**src/rtl/trap_state_pkg.sv**
```systemverilog
package trap_state_pkg;

  typedef enum logic [2:0] {
    FK_MOD       = 3'd0,
    FK_MISS_LD   = 3'd1,
    FK_MISS_ST   = 3'd2,
    FK_REFILL_LD = 3'd3,
    FK_REFILL_ST = 3'd4,
    FK_ADDR_LD   = 3'd5,
    FK_ADDR_ST   = 3'd6,
    FK_OTHER     = 3'd7
  } faultKind_e;

  localparam int CODE_W = 5;
  localparam int STK_W  = 6;

  localparam logic [1:0] SEL_STATUS  = 2'd0;
  localparam logic [1:0] SEL_CONTEXT = 2'd1;
  localparam logic [1:0] SEL_ENTRYHI = 2'd2;

  typedef struct packed {
    logic              takeFault;
    logic              refill;
    logic              xlate;
    logic              loadBad;
    logic [CODE_W-1:0] code;
    logic              popStack;
    logic              wrStatus;
    logic              wrContext;
    logic              wrEntryHi;
  } trapCtl_t;

endpackage

```
**src/rtl/trap_state_ctrl.sv**
```systemverilog
module trap_state_ctrl
  import trap_state_pkg::*;
(
  input  logic       faultStb,
  input  logic [2:0] faultKind,
  input  logic       rfeStb,
  input  logic       swWrEn,
  input  logic [1:0] swWrSel,
  output trapCtl_t   ctl
);

  always_comb begin
    ctl = '0;
    ctl.takeFault = faultStb;
    case (faultKind_e'(faultKind))
      FK_MOD:       begin ctl.code = 5'd1; ctl.xlate = 1'b1; ctl.loadBad = 1'b1; end
      FK_MISS_LD:   begin ctl.code = 5'd2; ctl.xlate = 1'b1; ctl.loadBad = 1'b1; end
      FK_MISS_ST:   begin ctl.code = 5'd3; ctl.xlate = 1'b1; ctl.loadBad = 1'b1; end
      FK_REFILL_LD: begin ctl.code = 5'd2; ctl.xlate = 1'b1; ctl.loadBad = 1'b1; ctl.refill = 1'b1; end
      FK_REFILL_ST: begin ctl.code = 5'd3; ctl.xlate = 1'b1; ctl.loadBad = 1'b1; ctl.refill = 1'b1; end
      FK_ADDR_LD:   begin ctl.code = 5'd4; ctl.loadBad = 1'b1; end
      FK_ADDR_ST:   begin ctl.code = 5'd5; ctl.loadBad = 1'b1; end
      default:      begin ctl.code = 5'd0; end
    endcase
    // fault beats return, return beats a status write
    ctl.popStack  = rfeStb && !faultStb;
    ctl.wrStatus  = swWrEn && !faultStb && !rfeStb && (swWrSel == SEL_STATUS);
    ctl.wrContext = swWrEn && !faultStb && (swWrSel == SEL_CONTEXT);
    ctl.wrEntryHi = swWrEn && !faultStb && (swWrSel == SEL_ENTRYHI);
  end

endmodule

```
**src/rtl/trap_state_dp.sv**
```systemverilog
module trap_state_dp
  import trap_state_pkg::*;
#(
  parameter int ADDR_W = 32,
  parameter int OFFS_W = 12
) (
  input  logic                     clk,
  input  logic                     rstN,
  input  trapCtl_t                 ctl,
  input  logic [ADDR_W-1:0]        faultVaddr,
  input  logic [ADDR_W-1:0]        faultPc,
  input  logic                     inDelaySlot,
  input  logic [ADDR_W-1:0]        branchPc,
  input  logic [ADDR_W-1:0]        swWrData,
  output logic [STK_W-1:0]         statusOut,
  output logic [ADDR_W-1:0]        epcOut,
  output logic [ADDR_W-1:0]        causeOut,
  output logic [ADDR_W-1:0]        badVaddrOut,
  output logic [ADDR_W-1:0]        contextOut,
  output logic [ADDR_W-OFFS_W-1:0] entryHiVpnOut,
  output logic                     vecSelOut
);

  localparam int VPN_W      = ADDR_W - OFFS_W;
  localparam int CTX_VPN_W  = VPN_W - 1;
  localparam int CTX_BASE_W = ADDR_W - CTX_VPN_W - 2;

  logic [STK_W-1:0]      statusQ;
  logic [ADDR_W-1:0]     epcQ;
  logic [CODE_W-1:0]     codeQ;
  logic [ADDR_W-1:0]     badQ;
  logic [CTX_BASE_W-1:0] ctxBaseQ;
  logic [CTX_VPN_W-1:0]  ctxVpnQ;
  logic [VPN_W-1:0]      hiVpnQ;
  logic                  vecQ;

  always_ff @(posedge clk or negedge rstN) begin
    if (!rstN) begin
      statusQ  <= '0;
      epcQ     <= '0;
      codeQ    <= '0;
      badQ     <= '0;
      ctxBaseQ <= '0;
      ctxVpnQ  <= '0;
      hiVpnQ   <= '0;
      vecQ     <= 1'b0;
    end else begin
      if (ctl.takeFault) begin
        statusQ <= {statusQ[STK_W-3:0], 2'b00};
        epcQ    <= inDelaySlot ? branchPc : faultPc;
        codeQ   <= ctl.code;
        vecQ    <= ctl.refill;
        if (ctl.loadBad) badQ <= faultVaddr;
        if (ctl.xlate) begin
          ctxVpnQ <= faultVaddr[ADDR_W-2:OFFS_W];
          hiVpnQ  <= faultVaddr[ADDR_W-1:OFFS_W];
        end
      end else if (ctl.popStack) begin
        statusQ <= {statusQ[STK_W-1:STK_W-2], statusQ[STK_W-1:2]};
      end else if (ctl.wrStatus) begin
        statusQ <= swWrData[STK_W-1:0];
      end
      if (ctl.wrContext) ctxBaseQ <= swWrData[ADDR_W-1 -: CTX_BASE_W];
      if (ctl.wrEntryHi) hiVpnQ   <= swWrData[ADDR_W-1:OFFS_W];
    end
  end

  assign statusOut     = statusQ;
  assign epcOut        = epcQ;
  assign causeOut      = {{(ADDR_W-CODE_W-2){1'b0}}, codeQ, 2'b00};
  assign badVaddrOut   = badQ;
  assign contextOut    = {ctxBaseQ, ctxVpnQ, 2'b00};
  assign entryHiVpnOut = hiVpnQ;
  assign vecSelOut     = vecQ;

endmodule

```
**src/rtl/trap_state_unit.sv**
```systemverilog
module trap_state_unit
  import trap_state_pkg::*;
#(
  parameter int ADDR_W = 32,
  parameter int OFFS_W = 12
) (
  input  logic                     clk,
  input  logic                     rstN,
  input  logic                     faultStb,
  input  logic [2:0]               faultKind,
  input  logic [ADDR_W-1:0]        faultVaddr,
  input  logic [ADDR_W-1:0]        faultPc,
  input  logic                     inDelaySlot,
  input  logic [ADDR_W-1:0]        branchPc,
  input  logic                     rfeStb,
  input  logic                     swWrEn,
  input  logic [1:0]               swWrSel,
  input  logic [ADDR_W-1:0]        swWrData,
  output logic [STK_W-1:0]         statusOut,
  output logic [ADDR_W-1:0]        epcOut,
  output logic [ADDR_W-1:0]        causeOut,
  output logic [ADDR_W-1:0]        badVaddrOut,
  output logic [ADDR_W-1:0]        contextOut,
  output logic [ADDR_W-OFFS_W-1:0] entryHiVpnOut,
  output logic                     vecSelOut
);

  trapCtl_t ctl;

  trap_state_ctrl u_ctrl (
    .faultStb (faultStb),
    .faultKind(faultKind),
    .rfeStb   (rfeStb),
    .swWrEn   (swWrEn),
    .swWrSel  (swWrSel),
    .ctl      (ctl)
  );

  trap_state_dp #(.ADDR_W(ADDR_W), .OFFS_W(OFFS_W)) u_dp (
    .clk          (clk),
    .rstN         (rstN),
    .ctl          (ctl),
    .faultVaddr   (faultVaddr),
    .faultPc      (faultPc),
    .inDelaySlot  (inDelaySlot),
    .branchPc     (branchPc),
    .swWrData     (swWrData),
    .statusOut    (statusOut),
    .epcOut       (epcOut),
    .causeOut     (causeOut),
    .badVaddrOut  (badVaddrOut),
    .contextOut   (contextOut),
    .entryHiVpnOut(entryHiVpnOut),
    .vecSelOut    (vecSelOut)
  );

endmodule

```
**config.mk**
```make
export PLATFORM = sky130hd
export DESIGN_NAME = trap_state_unit
export DESIGN_NICKNAME = d
export VERILOG_FILES = /design/src/rtl/trap_state_pkg.sv /design/src/rtl/trap_state_ctrl.sv /design/src/rtl/trap_state_dp.sv /design/src/rtl/trap_state_unit.sv
export SDC_FILE = /design/constraint.sdc
export NUM_CORES = 1
export LEC_CHECK = 0
export BUFFER_PORTS_ARGS = -buffer_cell sky130_fd_sc_hd__buf_2
export CORE_ASPECT_RATIO = 0.5
export CORE_UTILIZATION = 45
export DETAILED_ROUTE_END_ITERATION = 8
export GPL_TIMING_DRIVEN = 0
export PLACE_DENSITY = 0.78
export SYNTH_ARGS = -nofsm -noshare
export SYNTH_HDL_FRONTEND = slang
export SYNTH_HIERARCHICAL = 1
export SYNTH_SLANG_ARGS = --single-unit
```
**constraint.sdc**
```tcl
create_clock -name clk -period 1.25 [get_ports clk]
set_input_delay 0.25 -clock clk [delete_from_list [all_inputs] [get_ports clk]]
set_output_delay 0.25 -clock clk [all_outputs]
set_load 0.01 [all_outputs]
```
Word level (Yosys, flattened, before mapping)
Cells that the tools add are included.
W data, S select, Z words.
- input bits: 139
- register bits after elaboration: 126
- eq/ne operators: 9
- multiplexer cells: 11
- reduce and logical (&&, ||, !) cells: 23
- operators by type and width (operator ; count):
    $mux W20 ; 3
    $mux W32 ; 1
    $mux W6 ; 3
    $pmux W3 S5 ; 1
    $eq A3 B3 Y1 const B ; 3
    $reduce_and A2 Y1 ; 4
    $reduce_or A7 Y1 ; 1
    $eq A3 B2 Y1 const B ; 2
    $logic_and A1 B1 Y1 ; 6
    $reduce_bool A2 Y1 ; 3
    $reduce_or A2 Y1 ; 3
    $reduce_or A5 Y1 ; 1
    $eq A3 B1 Y1 const B ; 1
    $logic_not A3 Y1 ; 1
    $mux W1 ; 3
    $reduce_bool A3 Y1 ; 1
    $eq A2 B1 Y1 const B ; 1
    $eq A2 B2 Y1 const B ; 1
    $logic_not A1 Y1 ; 2
    $logic_not A2 Y1 ; 1
    $ne A2 B2 Y1 const B ; 1

Depth between registers and ports, before layout
- word-level depth: 7
- depth in mapped cells: 6
- mapped depth without buffers: 5

Hierarchy
The synthesis kept the hierarchy.
- modules (own cells, without submodules) (module ; area an instance (um2) ; cells an instance ; instances):
    trap_state_dp ; 5411.4 ; 433 ; 1
    trap_state_ctrl ; 117.6 ; 18 ; 1

Worst setup path after synthesis
Ideal clock, no wire load.
- kind: input to register
- from: input port faultStb
- to: register u_dp.statusQ[4], in the netlist u_dp/statusOut[4]
- path slack: -361 ps
- arrival: 1474 ps
- required time: 1114 ps
- cell stages on the path: 5
- cell sequence: nand2b_1 > nor4_1 > nor2b_1 > mux2i_1 > o21ai_0
- RTL lines (what ; line ; text):
    from (decl) ; trap_state_unit.sv:9 ; input logic faultStb,
    to (signal assigned) ; trap_state_dp.sv:49 ; statusQ <= {statusQ[STK_W-3:0], 2'b00};
    to (signal assigned) ; trap_state_dp.sv:59 ; statusQ <= {statusQ[STK_W-1:STK_W-2], statusQ[STK_W-1:2]};
    to (signal assigned) ; trap_state_dp.sv:61 ; statusQ <= swWrData[STK_W-1:0];
    to (decl) ; trap_state_dp.sv:28 ; logic [STK_W-1:0] statusQ;

Final worst setup path
- from: register u_dp.statusQ[4], in the netlist u_dp/statusOut[4]
- to: output port statusOut[4]
- RTL lines (what ; line ; text):
    to (decl) ; trap_state_unit.sv:19 ; output logic [STK_W-1:0] statusOut,
No word-level cell between the ends.

==> metrics.md <==
| Metric | Value |
|---|---|
| Pint | `8.404 mW` |
| ANT cells | `0` |
| R2R Setup Slk | `0.27 ns` |
| CTS Buffer Depth | `2` |
| Crit-path cells | `buf_2` |
| CP Launch Type | `flip-flop` |
| Sink Count | `126` |
| Total power | `11.59 mW` |
| Max stage delay on crit path | `0.41 ns` |
| PwrDens | `1489 mW/mm^2` |
| RSZ-0062 raised after global routing | `true` |
| Share of cells above drive strength 1 | `54.20%` |
| Met1 WL | `6057 microns` |
| Max transition margin | `63.51%` |
| Chip Height | `80.38 microns` |
| Drt pass-1 iters | `4` |
| Initial antenna violation count | `0` |
| Final Hold Slack | `0.05528 ns` |
| Worst skew pair latency | `0.39 ns` |
| Largest net degree at the start of global routing | `72` |
| Comb power frac | `19.6%` |
| Clock power frac | `38.0%` |
| Clock transition at path regs | `0.06 ns` |
| Final Hold Fails | `0` |
| Met2 wire length | `7527 microns` |
| Worst-margin pin slew | `0.5474 ns` |
| Pleak | `3.994 nW` |
| Global placer's final weighted congestion | `0.8038` |
| Post-synthesis cell area | `0.005529 sq mm` |
| Dpl hpwl | `11,070 microns` |
| DR vias | `4,430` |
| CP max FO | `3` |
| Finished Cell Area | `0.007785 sq mm` |
| Placed Instance Area | `0.007202 sq mm` |
| GRT Residual Overflow | `0` |
| Vias in the first global route | `4,350` |
| Reg2Reg Launch Point | `u_dp/statusOut[3]$_DFFE_PN0P_` |
| Initial Utilization | `46.55%` |
| Final #Nets | `900` |
| Hold/Removal Path Class | `input port to flip-flop` |
| CP arrival | `0.97 ns` |
| Max frequency | `821.0 MHz` |
| Top sig layer | `met4` |
| Crit path max-delay family | `flip-flops` |
| FILL cells | `981` |
| Critical path startpoint | `u_dp/statusOut[4]$_DFFE_PN0P_` |
| Fin crit share | `97.44%` |
| Worst Setup EP | `statusOut[4]` |
| H-tree level count | `4` |
| Die X | `158.8 microns` |
| CP Capture Type | `output pin` |
| Synth warn | `6` |
| Via density | `4.723` |
| Synthesis-stage register bit count | `126` |
| Max Slew Vio Count | `0` |
| Post-layout min period | `1.218 ns` |
| Remaining DRCs | `0` |
| Synth Area per Inst | `12.26 sq um` |
| Reg-to-reg endpoint | `u_dp/statusOut[1]$_DFFE_PN0P_` |
| Sequential fraction of design power | `42.4%` |
| Worst endpoint required time | `1.00 ns` |
| Max Cap Viol | `0` |
| Drt wl/cell | `15.56 microns` |
| Post-route antenna net violation count | `0` |
| WP depth | `1` |
| P_sw | `3.187 mW` |
| Full die area | `0.01276 sq mm` |
| Fraction of the yosys area taken by sequential cells | `57.03%` |
| I/O Pins | `294` |
| Skew final | `0.002003 ns` |
| Inserted Clock Buffers | `17` |
| Final setup viols | `0` |
| Tot GR Track Use | `22.44%` |
| Iteration-0 DRC Markers | `267` |
| Global-route wire length before repair | `22,140 microns` |
| Switching Fraction | `27.50%` |
| Status | `finished, final reports clean` |
| PortBufs | `257` |
| WP buf/inv | `1` |
| Cell variety after synth | `25` |
| Critical Path Slowest Stage Cell | `dfrtp_1` |
| Area growth syn-to-layout | `40.80%` |
| Core ar. | `0.01188 sq mm` |
| Count of cells along the worst register-to-register path | `4` |
| Met3 wire length | `709 microns` |
| Final WL | `14,600 microns` |
| Rows | `28` |
| CTS tree | `built` |
| Post-Syn Instances | `451` |
| Critical path class | `flip-flop to output pin` |
| Root buf cell | `clkbuf_16` |
| Worst vdd ir | `1.186 mV` |
-- power groups by stage --
stage / registers [mW] / logic (mW) / clock network, mW
after floorplan: 5.25 / 0.865 / 0
after global placement: 4.95 / 2.19 / 0
after detailed placement: 4.98 / 2.26 / 0
after CTS: 4.92 / 2.27 / 4.48
after global routing: 4.98 / 2.46 / 4.67
final: 4.92 / 2.27 / 4.40
-- synth_stat cells (all sizes together) --
library cell  number  area (sq um)
a21oi             32         160.2
nor2b              3         18.77
nand3b             2         15.01
a22o               1         10.01
nor2              36         135.1
o21ai             25         125.1
nor3b              2         15.01
nand2             26         97.59
nor4               3         18.77
nand3              1         5.000
and2               1         6.260
inv                2         7.510
a31oi              2         12.51
buf               50         339.1
xor2               1         8.760
xnor2              1         8.760
nand2b             1         6.260
mux2              70         788.3
conb               2         7.510
dfrtp            126          3153
mux2i             56         560.5
clkbuf             8         30.03
-- layer usage --
metal / up-vias / GRT usage, %
met5: - / 0
met1: 2143 / 26.70
met2: 145 / 39.34
li1: 2120 / -
met3: 22 / 6.043
met4: 0 / 8.738
-- registers in the layout, summed over array words and instances, names as in the netlist --
name                flops
u_dp/badVaddrOut       32
u_dp/codeQ              5
u_dp/ctxBaseQ          11
u_dp/ctxVpnQ           19
u_dp/entryHiVpnOut     20
u_dp/epcOut            32
u_dp/statusOut          6
u_dp/vecSelOut          1
-- kinds of logic after synthesis --
logic type	Yosys count	synth area share (%)
DFF	126	57.03
buffers and inverters	60	6.811
xor gates and xnor gates	2	0.3169
AOI/OAI and AO/OA	60	5.567
muxes	126	24.39
other	2	0.1358
and+or+nand+nor	75	5.748
-- layout by cell type, fill, tap and decap left out, types with 2 or more instances in the layout --
| cell type | n |
|---|---|
| inv_1 | 2 |
| mux2_2 | 70 |
| clkinv_2 | 4 |
| conb_1 | 31 |
| clkbuf_16 | 17 |
| nor2_1 | 36 |
| o21ai_0 | 25 |
| nand3b_1 | 2 |
| clkbuf_8 | 3 |
| buf_4 | 38 |
| buf_1 | 2 |
| buf_2 | 268 |
| nand2_1 | 26 |
| clkbuf_2 | 4 |
| clkinvlp_4 | 5 |
| nor4_1 | 2 |
| dfrtp_1 | 126 |
| nor2b_1 | 2 |
| clkbuf_1 | 5 |
| a31oi_1 | 2 |
| a21oi_1 | 32 |
| mux2i_1 | 56 |
| nor3b_2 | 2 |
-- cell type report --
type                       instances  area [sq um]  share of cell area [%]
inverter                           2         7.507                 0.09643
sequential                       126          3153                   40.50
tap                              165         206.4                   2.652
clock inverter                    10         66.31                  0.8518
clock buffer                      21         470.5                   6.043
multi-input combinational        294          2148                   27.60
buffer                            58         376.6                   4.838
timing repair buffer             262          1356                   17.42
-- per-stage QoR --
stage | setup TNS [ns] | setup slack [ns] | util [%] | std cells
floorplan | -0.07636 | -0.03818 | - | 480
global placement | -235.42 | -1.690 | 60.36 | 902
detailed placement | -26.09 | -0.4927 | 60.64 | 903
CTS | 0 | 0.02046 | 65.29 | 935
global route | -0.003600 | -0.003600 | 65.55 | 938
finish | 0 | 0.03197 | 65.55 | 938
-- what timing repair did --
| item | in CTS | in global routing |
|---|---|---|
| setup buffers | 0 | 3 |
| pin swaps | 0 | 0 |
| gates resized for setup | 4 | 3 |
| hold buffers | 1 | 0 |
| hold endpoints to repair | 70 | 0 |
| setup endpoints to repair | 20 | 64 |
-- worst min path at each step --
stage | cells past startpoint | end | startpoint
after global placement | 3 | u_dp/entryHiVpnOut[0]$_DFFE_PN0P_ | swWrData[12]
after floorplan | 0 | u_dp/badVaddrOut[0]$_DFFE_PN0P_ | rstN
after CTS | 3 | u_dp/entryHiVpnOut[4]$_DFFE_PN0P_ | swWrData[16]
after detailed placement | 1 | u_dp/badVaddrOut[22]$_DFFE_PN0P_ | rstN
final | 3 | u_dp/entryHiVpnOut[4]$_DFFE_PN0P_ | swWrData[16]
after global routing | 3 | u_dp/entryHiVpnOut[3]$_DFFE_PN0P_ | swWrData[15]
No activity file was read; power rests on OpenSTA's default activity.
